## config.mk

```make
export PLATFORM = sky130hd
export DESIGN_NAME = gpio_int_summary
export DESIGN_NICKNAME = d
export VERILOG_FILES = /design/src/rtl/gpio_isum_pkg.sv /design/src/rtl/isum_group_or.sv /design/src/rtl/isum_reg_port.sv /design/src/rtl/isum_irq_gate.sv /design/src/rtl/gpio_int_summary.sv
export SDC_FILE = /design/constraint.sdc
export NUM_CORES = 1
export LEC_CHECK = 0
export BUFFER_PORTS_ARGS = -buffer_cell sky130_fd_sc_hd__clkbuf_2
export CORE_AREA = 5 5 96 98
export DETAILED_ROUTE_END_ITERATION = 8
export DIE_AREA = 0 0 101 103
export SLEW_MARGIN = 25
export SYNTH_ARGS = -nofsm -noshare
export SYNTH_HDL_FRONTEND = slang
export SYNTH_SLANG_ARGS = --single-unit
export TNS_END_PERCENT = 5
```

## constraint.sdc

```tcl
create_clock -name clk_i -period 1.5 [get_ports clk_i]
set_clock_uncertainty 0.2 [all_clocks]
set_input_delay 0.15 -clock clk_i [delete_from_list [all_inputs] [get_ports clk_i]]
set_output_delay 0.15 -clock clk_i [all_outputs]
set_load 0.005 [all_outputs]
```

## src/rtl/gpio_isum_pkg.sv

```systemverilog
package gpio_isum_pkg;
  localparam int unsigned DATA_W = 32;

  typedef enum logic [1:0] {
    SEL_SUM_LO = 2'd0,
    SEL_SUM_HI = 2'd1,
    SEL_MASTER = 2'd2,
    SEL_SPARE  = 2'd3
  } reg_sel_e;

  typedef enum logic {
    GATE_IDLE = 1'b0,
    GATE_HELD = 1'b1
  } gate_st_e;
endpackage

```

## src/rtl/isum_group_or.sv

```systemverilog
module isum_group_or #(
  parameter int unsigned NUM_PINS = 184,
  parameter int unsigned GRP_SIZE = 4,
  parameter int unsigned NUM_GRP  = (NUM_PINS + GRP_SIZE - 1) / GRP_SIZE
) (
  input  logic [NUM_PINS-1:0] pend_i,
  output logic [NUM_GRP-1:0]  summary_o,
  output logic                any_o
);
  localparam int unsigned PAD_W = NUM_GRP * GRP_SIZE;

  logic [PAD_W-1:0] pend_pad;

  generate
    if (PAD_W > NUM_PINS) begin : g_pad
      assign pend_pad = {{(PAD_W-NUM_PINS){1'b0}}, pend_i};
    end else begin : g_nopad
      assign pend_pad = pend_i;
    end
  endgenerate

  for (genvar g = 0; g < NUM_GRP; g++) begin : g_grp
    assign summary_o[g] = |pend_pad[g*GRP_SIZE +: GRP_SIZE];
  end

  assign any_o = |summary_o;
endmodule

```

## src/rtl/isum_reg_port.sv

```systemverilog
module isum_reg_port
  import gpio_isum_pkg::*;
#(
  parameter int unsigned NUM_GRP = 46,
  parameter int unsigned EOI_POS = 29
) (
  input  logic              clk_i,
  input  logic              rst_ni,
  input  logic [1:0]        sel_i,
  input  logic              wr_i,
  input  logic [DATA_W-1:0] wdata_i,
  input  logic [NUM_GRP-1:0] summary_i,
  output logic [DATA_W-1:0] rdata_o,
  output logic              eoi_o
);
  localparam int unsigned SUM_W  = 2 * DATA_W;
  localparam int unsigned HI_USE = NUM_GRP - DATA_W;

  logic [SUM_W-1:0] sum_pad;
  logic             unused_wdata;

  always_comb begin
    sum_pad = '0;
    sum_pad[NUM_GRP-1:0] = summary_i;
  end

  always_comb begin
    unique case (reg_sel_e'(sel_i))
      SEL_SUM_LO: rdata_o = sum_pad[DATA_W-1:0];
      SEL_SUM_HI: rdata_o = sum_pad[SUM_W-1:DATA_W];
      default:    rdata_o = '0; // EOI self-clears; spare word is empty
    endcase
  end

  assign eoi_o = wr_i && (reg_sel_e'(sel_i) == SEL_MASTER) && wdata_i[EOI_POS];
  assign unused_wdata = ^wdata_i;

  assert_hi_pad_zero_R2: assert property (@(posedge clk_i) disable iff (!rst_ni)
    (sel_i == 2'd1) |-> (rdata_o[DATA_W-1:HI_USE] == '0));

  assert_master_reads_zero_R8: assert property (@(posedge clk_i) disable iff (!rst_ni)
    (sel_i[1] == 1'b1) |-> (rdata_o == '0));
endmodule

```

## src/rtl/isum_irq_gate.sv

```systemverilog
module isum_irq_gate
  import gpio_isum_pkg::*;
(
  input  logic clk_i,
  input  logic rst_ni,
  input  logic any_pend_i,
  input  logic eoi_i,
  output logic irq_o
);
  gate_st_e st_q, st_d;

  always_comb begin
    st_d = st_q;
    unique case (st_q)
      GATE_IDLE: if (any_pend_i) st_d = GATE_HELD;
      GATE_HELD: if (eoi_i)      st_d = GATE_IDLE;
      default:                   st_d = GATE_IDLE;
    endcase
  end

  always_ff @(posedge clk_i or negedge rst_ni) begin
    if (!rst_ni) st_q <= GATE_IDLE;
    else         st_q <= st_d;
  end

  assign irq_o = (st_q == GATE_HELD);

  assert_rise_needs_pend_R4: assert property (@(posedge clk_i) disable iff (!rst_ni)
    $rose(irq_o) |-> $past(any_pend_i));

  assert_idle_raise_R4: assert property (@(posedge clk_i) disable iff (!rst_ni)
    (!irq_o && any_pend_i) |=> irq_o);

  assert_hold_until_eoi_R5: assert property (@(posedge clk_i) disable iff (!rst_ni)
    (irq_o && !eoi_i) |=> irq_o);

  assert_release_gap_R6: assert property (@(posedge clk_i) disable iff (!rst_ni)
    (irq_o && eoi_i) |=> !irq_o);
endmodule

```

## src/rtl/gpio_int_summary.sv

```systemverilog
module gpio_int_summary
  import gpio_isum_pkg::*;
#(
  parameter int unsigned NUM_PINS = 184,
  parameter int unsigned GRP_SIZE = 4,
  parameter int unsigned EOI_POS  = 29
) (
  input  logic                clk_i,
  input  logic                rst_ni,
  input  logic [NUM_PINS-1:0] pend_i,
  input  logic [1:0]          reg_sel_i,
  input  logic                reg_wr_i,
  input  logic [DATA_W-1:0]   reg_wdata_i,
  output logic [DATA_W-1:0]   reg_rdata_o,
  output logic                irq_o
);
  localparam int unsigned NUM_GRP = (NUM_PINS + GRP_SIZE - 1) / GRP_SIZE;

  logic [NUM_GRP-1:0] summary;
  logic               any_pend;
  logic               eoi;

  isum_group_or #(
    .NUM_PINS (NUM_PINS),
    .GRP_SIZE (GRP_SIZE),
    .NUM_GRP  (NUM_GRP)
  ) u_grp (
    .pend_i    (pend_i),
    .summary_o (summary),
    .any_o     (any_pend)
  );

  isum_reg_port #(
    .NUM_GRP (NUM_GRP),
    .EOI_POS (EOI_POS)
  ) u_regs (
    .clk_i     (clk_i),
    .rst_ni    (rst_ni),
    .sel_i     (reg_sel_i),
    .wr_i      (reg_wr_i),
    .wdata_i   (reg_wdata_i),
    .summary_i (summary),
    .rdata_o   (reg_rdata_o),
    .eoi_o     (eoi)
  );

  isum_irq_gate u_gate (
    .clk_i      (clk_i),
    .rst_ni     (rst_ni),
    .any_pend_i (any_pend),
    .eoi_i      (eoi),
    .irq_o      (irq_o)
  );

  assert_read_no_release_R3: assert property (@(posedge clk_i) disable iff (!rst_ni)
    (irq_o && !reg_wr_i) |=> irq_o);
endmodule

```

Yosys cells after proc, flatten, opt, wreduce, memory -nomap -nowiden --
Index checks and enable logic that the tools add are counted.
Cells by class: eq/ne operators 2, multiplexer cells 4, bitwise logic cells 1, reduce and logical (&&, ||, !) cells 50
Operators by type and width (count):
- 184-bit OR reduction | 1
- 4-bit OR reduction | 46
- 32-bit case mux with 2 select lines | 1
- 2-bit by 1-bit equality test with 1-bit output, second input constant | 1
- 2-bit equality test, second input constant | 1
- 1-bit logical AND | 2
- 2-bit zero test | 1
- 1-bit two-way mux | 2
- 1-bit case mux with 2 select lines | 1
- 1-bit NOT | 1
Storage, ports and cells: bits in registers 1, output and inout bits 33, input bits 221

Depth between registers and ports, before layout --
Gate-level depths: netlist of run 1.
word-level depth 5, gate-level depth with buffers 5

By module --
Synthesis of run 1 repeated with hierarchy kept, for this count alone.
Unflattened totals: cells, all modules 117, area, all modules 974.7 sq um
Modules (own cells, without submodules):
- isum_group_or | cells an instance 62, times used 1, area an instance 536.8 sq um
- isum_reg_port | cells an instance 52, times used 1, area an instance 399.1 sq um
- isum_irq_gate | cells an instance 3, times used 1, area an instance 38.8 sq um

Worst setup path after synthesis of run 1 --
OpenSTA, ideal clock, no wires.
kind input -> register, start in pend_i[41], end reg u_gate.st_q (netlist: u_gate.irq_o), path buffers 0, data arrival time 1.554 ns, cell stages on the path 5, setup time 0.140 ns, setup slack -0.394 ns, cell sequence or4_4 > nand4b_1 > or4_1 > nor4_2 > a22oi_1
On the way: word-level cells in the longest chain between the ends 3
RTL lines:
- from (decl) | RTL line gpio_int_summary.sv:10 | input logic [NUM_PINS-1:0] pend_i,
- 184-bit OR reduction | RTL line isum_group_or.sv:26 | assign any_o = |summary_o;
- 1-bit two-way mux | RTL line isum_irq_gate.sv:15 | GATE_IDLE: if (any_pend_i) st_d = GATE_HELD;
- 1-bit case mux with 2 select lines | RTL line isum_irq_gate.sv:14 | unique case (st_q)
- named net u_gate.st_d | RTL line isum_irq_gate.sv:10 | gate_st_e st_q, st_d;
- to (signal assigned) | RTL line isum_irq_gate.sv:23 | else st_q <= st_d;
- to (decl) | RTL line isum_irq_gate.sv:10
The timed path passes the listed nets, and every way through them passes these cells.

Worst setup path in the final report of run 1 --
start in pend_i[45], end reg u_gate.st_q (netlist: u_gate.irq_o)
The elaborated chain is that of the path after synthesis.

==> results of run 1 <==
worst reg2reg max path: stages, from the launching register on:
cell and delay [ns]:
dfrtp_1 0.35, or4_1 0.56, nor4_2 0.22, a22oi_1 0.10
power breakdown:
part	internal, W	switching, W
sequential	0.0000282	0.000000299
clock	0	0
combinational	0.000274	0.000180
total	0.000302	0.000180
synthesized netlist by cell type:
library cell / number
nor4_1: 34
nor2_1: 28
a211oi_1: 13
or4_1: 10
and2_1: 6
nand4_1: 6
clkbuf_1: 5
nand4b_1: 3
nor4_2: 3
nor3_1: 2
a22oi_1: 1
and4_1: 1
dfrtp_1: 1
inv_1: 1
nand2_1: 1
nand3_1: 1
nor4_4: 1
nor4b_1: 1
or2_1: 1
or4_4: 1
how the worst max path moves through the flow:
stage                             end  slack (ns)  depth (start not counted)        start
2_1_floorplan  u_gate.irq_o$_DFF_PN0_       -0.37                          5   pend_i[45]
5_1_grt        u_gate.irq_o$_DFF_PN0_       -0.58                          6   pend_i[45]
6_report       u_gate.irq_o$_DFF_PN0_       -0.52                          6   pend_i[45]
3_5_place_dp   u_gate.irq_o$_DFF_PN0_       -0.58                          6  pend_i[177]
3_3_place_gp   u_gate.irq_o$_DFF_PN0_       -0.55                          6   pend_i[45]
4_1_cts        u_gate.irq_o$_DFF_PN0_       -0.54                          6   pend_i[45]
timing repair:
| action | in CTS | in global routing |
|---|---|---|
| hold endpoints to repair | 1 | 0 |
| pin swaps | 1 | 0 |
| gates resized for setup | 5 | 3 |
| setup endpoints to repair | 3 | 3 |
| hold buffers | 1 | 0 |
per-stage QoR:
stage,hold WS (ns),instances
after floorplan,-0.3456,120
after global placement,-0.2742,474
after detailed placement,-0.2741,474
after CTS,0.2827,475
after global routing,0.2881,475
final,0.2738,475
kinds of logic after synthesis:
| kind of cell | count (synthesis) |
|---|---|
| buffers and inverters | 6 |
| and+or+nand+nor | 99 |
| AOI/OAI and AO/OA | 14 |
| DFF | 1 |
cell usage in the layout (no fill, tap or decap), types with 2 or more instances in the layout:
| cell | n |
|---|---|
| nor2_1 | 26 |
| or4_4 | 4 |
| nor2_2 | 2 |
| nor3_1 | 2 |
| nand4_1 | 6 |
| and2_1 | 6 |
| nand4b_1 | 3 |
| a211oi_1 | 13 |
| nor4_2 | 5 |
| clkbuf_2 | 222 |
| or4_1 | 7 |
| buf_4 | 28 |
| nor4_1 | 32 |
cell type report:
| class | instances | area, um2 |
|---|---|---|
| flip-flops and latches | 1 | 25.02 |
| repair buffers | 252 | 1343 |
| multi-input cells | 113 | 740.7 |
| inverters | 1 | 3.754 |
| well taps | 108 | 135.1 |
| fillers | 964 | 6133 |
per-layer routing:
layer / GRT usage / vias up / part of all wire
met4: 0 / 0 / 0
met2: 0.2172 / 89 / 0.56
met1: 0.1272 / 936 / 0.37
met3: 0.007442 / 0 / 0.070
met5: 0 / - / 0
li1: - / 1001 / -
==> run summary, run 1 <==
Outcome -> finished with violations
Violated checks -> setup timing
Post-DP Area -> 2205 um2
Final WL -> 6432 um
Starting DRT DRC Count -> 20
Setup bufs post-CTS -> 0
Worst reg2reg path endpoint -> u_gate.irq_o$_DFF_PN0_
Worst-margin pin slew -> 0.4360 ns
Min-delay worst type -> in2async
R2r startpoint -> u_gate.irq_o$_DFF_PN0_
Clock Pin Slew Worst Setup and Hold Paths -> 0 ns
Antenna diode count -> 0
Initial antenna violation count -> 0
P per Cell Area -> 214.5 nW/um2
Overall die width -> 101 um
Worst setup EP type -> flop
Routed length per instance -> 13.54 um
Period utilisation layout -> 1.345
Final worst-path setup slack -> -0.5172 ns
Cells on worst reg2reg path -> 3
Mapped Avg Cell Area -> 6.329 um2
Critical path peak fanout -> 2
Post-synth top area share -> 0.2801
Post-route ant nets -> 0
Die Y -> 103 um
Flip-flop count of the largest register after layout -> 1
Mapped Cells -> 120
Simple-gate portion of the synthesized area -> 0.7990
Initial DRT Pass Iterations -> 4
CP Data Required Time -> 1.16 ns
Cell taking the most area after synthesis -> nor4_1
Synth warnings -> 0
Adder-cell share of the synthesized area -> 0
Final min period -> 2.017 ns
Drc violations -> 0
Sequential area share after synthesis -> 0.03295
Setup violators final -> 1
Final instance area -> 2247 um2
Slowest-stage cell, CP -> or4_4
Initial core utilization -> 0.09062
Synth Register Bits -> 1
Total Power -> 0.0004820 W
Setup TNS -> -0.5172 ns
Via density per instance -> 4.265
Worst path max stage delay -> 0.52 ns
Xor/xnor share of the synthesized area -> 0
Leakage power -> 1.241 nW
First-pass GRT wire length -> 9073 um
Main combinational cell family by area after synthesis -> simple AND/OR/NAND/NOR gates
Input/output buffers -> 222
Synth Net Count -> 341
Crit path arrival time -> 1.68 ns
Rel. slew slack -> 0.7067
Synth top area cells -> nor4_1 (28%), nor2_1 (14%), a211oi_1 (13%)
R2R Setup Slk -> -0.07 ns
Gr usage total -> 0.1062
IO Pins -> 254
Yosys cell types -> 20
Clk_lat worst skew -> 0 ns
Die area -> 10400 um2
Startpoint Class -> input pin
Nets -> 590
Number of global-route vias before repair -> 1997
Mux cell area share after synthesis -> 0
Gpl congestion -> 0.8009
Post-synthesis compound-gate area fraction -> 0.1384
DR vias -> 2026
Final hold violations -> 0
Setup CP Type -> in2reg
Mapped cell area -> 759.5 um2
Total grt overflow -> 0
Largest net degree at the start of global routing -> 16
DP Worst Slack -> -0.5770 ns
DP Wirelength -> 6069 um
CP bufs+invs -> 1
Final core utilization -> 0.2681
Synth-to-Final Area Change -> 195.9%
CP delay by family, top -> simple AND/OR/NAND/NOR gates
# rows -> 34
Layout cell share with drive strength beyond 1 -> 0.7166
CORE AREA -> 8381 um2
Max_cap viols -> 0
CP most frequent cell -> or4_4
RSZ-0062 raised after global routing -> true
Worst path cell trace -> clkbuf_2 > or4_4 > nand4b_1 > or4_4 > nor4_2 > a22oi_1
Worst VDD drop -> 77.74 uV
Fin. max-slew vios -> 0
Fmax -> 0.4957 GHz
Note: power is estimated with default switching activity, not from simulation.
==> run 2, diff against run 1 <==
--- a/config.mk
+++ b/config.mk
@@ -9,6 +9,7 @@
 export CORE_AREA = 5 5 96 98
 export DETAILED_ROUTE_END_ITERATION = 8
 export DIE_AREA = 0 0 101 103
+export SKIP_LAST_GASP = 1
 export SLEW_MARGIN = 25
 export SYNTH_ARGS = -nofsm -noshare
 export SYNTH_HDL_FRONTEND = slang
==> run summary, run 2 (synthesis results as in run 1) <==
Overall die width -> 101 um (unchanged)
Input/output buffers -> 222 (unchanged)
Die area -> 10400 um2 (unchanged)
Min-delay worst type -> in2async (unchanged)
Worst path max stage delay -> 0.52 ns (about the same)
Most frequent cells in the layout -> clkbuf_2 (222), nor4_1 (33), buf_4 (29), nor2_1 (28), a211oi_1 (13) (was clkbuf_2 (222), nor4_1 (32), buf_4 (28), nor2_1 (26), a211oi_1 (13))
Final WL -> 6423 um (was 6432 um)
Total grt overflow -> 0 (unchanged)
Cells on worst reg2reg path -> 3 (unchanged)
Setup violators final -> 3 (was 1)
Leakage power -> 1.236 nW (was 1.241 nW)
DR vias -> 2018 (was 2026)
DP Wirelength -> 6069 um (unchanged)
Worst setup EP type -> flop (unchanged)
CP delay by family, top -> simple AND/OR/NAND/NOR gates (unchanged)
R2R Setup Slk -> -0.07 ns (about the same)
RSZ-0062 raised after global routing -> true (unchanged)
Gr usage total -> 0.1060 (was 0.1062)
Slowest-stage cell, CP -> or4_1 (was or4_4)
Worst reg2reg path endpoint -> u_gate.irq_o$_DFF_PN0_ (unchanged)
DP Worst Slack -> -0.5770 ns (unchanged)
Filler cells -> 964 (unchanged)
Initial antenna violation count -> 0 (unchanged)
Met3 usage -> 0.007442 (unchanged)
Crit path depth -> 6 (unchanged)
Worst-margin pin slew -> 0.4349 ns (was 0.4360 ns)
Met2 Usage GRT -> 0.2167 (was 0.2172)
Number of global-route vias before repair -> 1992 (was 1997)
Outcome -> finished with violations (unchanged)
Gr busiest metal -> met2 (unchanged)
Flip-flop count of the largest register after layout -> 1 (unchanged)
R2r startpoint -> u_gate.irq_o$_DFF_PN0_ (unchanged)
Period utilisation layout -> 1.351 (was 1.345)
Clock Pin Slew Worst Setup and Hold Paths -> 0 ns (about the same)
Critical path peak fanout -> 2 (unchanged)
First-pass GRT wire length -> 9052 um (was 9073 um)
Worst Setup EP -> u_gate.irq_o$_DFF_PN0_ (unchanged)
CP Data Required Time -> 1.16 ns (about the same)
Initial DRT Pass Iterations -> 4 (unchanged)
Largest net degree at the start of global routing -> 16 (unchanged)
Layout cell share with drive strength beyond 1 -> 0.7030 (was 0.7166)
Fmax -> 0.4936 GHz (was 0.4957 GHz)
Crit. Startpoint -> pend_i[45] (unchanged)
Setup CP Type -> in2reg (unchanged)
Commonest non-fill, non-tap cell in the layout -> clkbuf_2 (unchanged)
Crit path arrival time -> 1.69 ns (was 1.68 ns)
Setup bufs post-CTS -> 0 (unchanged)
Antenna diode count -> 0 (unchanged)
Post-route ant nets -> 0 (unchanged)
Total Power -> 0.0004765 W (was 0.0004820 W)
Starting DRT DRC Count -> 25 (was 20)
Gpl congestion -> 0.8009 (unchanged)
Nets -> 590 (unchanged)
Routed length per instance -> 13.52 um (was 13.54 um)
Final worst-path setup slack -> -0.5260 ns (was -0.5172 ns)
Drc violations -> 0 (unchanged)
Met1 Usage GRT -> 0.1272 (unchanged)
Die Y -> 103 um (unchanged)
Via density per instance -> 4.248 (was 4.265)
Worst hold margin -> 0.2739 ns (was 0.2738 ns)
Fin. max-slew vios -> 0 (unchanged)
Final hold violations -> 0 (unchanged)
# rows -> 34 (unchanged)
Rel. slew slack -> 0.7074 (was 0.7067)
Max_cap viols -> 0 (unchanged)
Startpoint Class -> input pin (unchanged)
CP bufs+invs -> 1 (unchanged)
Clk_lat worst skew -> 0 ns (about the same)
Worst path cell trace -> clkbuf_2 > or4_1 > nand4b_1 > or4_4 > nor4_2 > a22oi_1 (was clkbuf_2 > or4_4 > nand4b_1 > or4_4 > nor4_2 > a22oi_1)
Final min period -> 2.026 ns (was 2.017 ns)
IO Pins -> 254 (unchanged)
Violated checks -> setup timing (unchanged)
P per Cell Area -> 214.2 nW/um2 (was 214.5 nW/um2)
Synth-to-Final Area Change -> 192.9% (was 195.9%)
CORE AREA -> 8381 um2 (unchanged)
Initial core utilization -> 0.09062 (unchanged)
Worst VDD drop -> 76.93 uV (was 77.74 uV)
run 2: cell counts in the layout (fill, tap and decap cells not counted):
Identical to the previous run, type by type.
run 2: stage by stage:
step                  util  setup TNS (ns)  instances  cell area, um2
floorplan                -         -0.3742        120           759.5
global placement    0.2631         -0.6071        474            2205
detailed placement  0.2631         -0.6311        474            2205
CTS                 0.2655         -0.5913        475            2225
global route        0.2655         -0.7513        475            2225
finish              0.2655         -0.5697        475            2225
run 2: worst register-to-register path: stages (launching register included):
cell and delay [ns]:
dfrtp_1 0.35, or4_1 0.56, nor4_2 0.22, a22oi_1 0.10
run 2: worst min path at each step:
stage           start                     end  slack [ns]  depth (start not counted)
2_1_floorplan  rst_ni  u_gate.irq_o$_DFF_PN0_       -0.35                          0
6_report       rst_ni  u_gate.irq_o$_DFF_PN0_        0.27                          2
3_3_place_gp   rst_ni  u_gate.irq_o$_DFF_PN0_       -0.27                          1
5_1_grt        rst_ni  u_gate.irq_o$_DFF_PN0_        0.29                          2
4_1_cts        rst_ni  u_gate.irq_o$_DFF_PN0_        0.28                          2
3_5_place_dp   rst_ni  u_gate.irq_o$_DFF_PN0_       -0.27                          1
run 2: layer usage:
layer	up-vias	part of all wire	routed length, um
met5	-	0	0
met4	0	0	0
met3	0	0.071	455
met2	89	0.56	3582
met1	928	0.37	2385
li1	1001	-	-
run 2: area by class of cell:
type | instances | area, um2 | area share
inverters | 1 | 3.754 | 0.001687
multi-input cells | 113 | 721.9 | 0.3245
repair buffers | 252 | 1339 | 0.6018
well taps | 108 | 135.1 | 0.06074
flip-flops and latches | 1 | 25.02 | 0.01125
run 2: power by group:
group / switching (W) / total, W / internal [W]
clock network: 0 / 0 / 0
logic: 0.000177 / 0.000448 / 0.000271
registers: 0.000000301 / 0.0000285 / 0.0000282
run 2: what timing repair did:
action,4_1_cts,5_1_grt
hold buffers,1,0
setup endpoints to repair,3,3
hold endpoints to repair,1,0
pin swaps,1,0
resized for setup,2,0
cloned,0,0
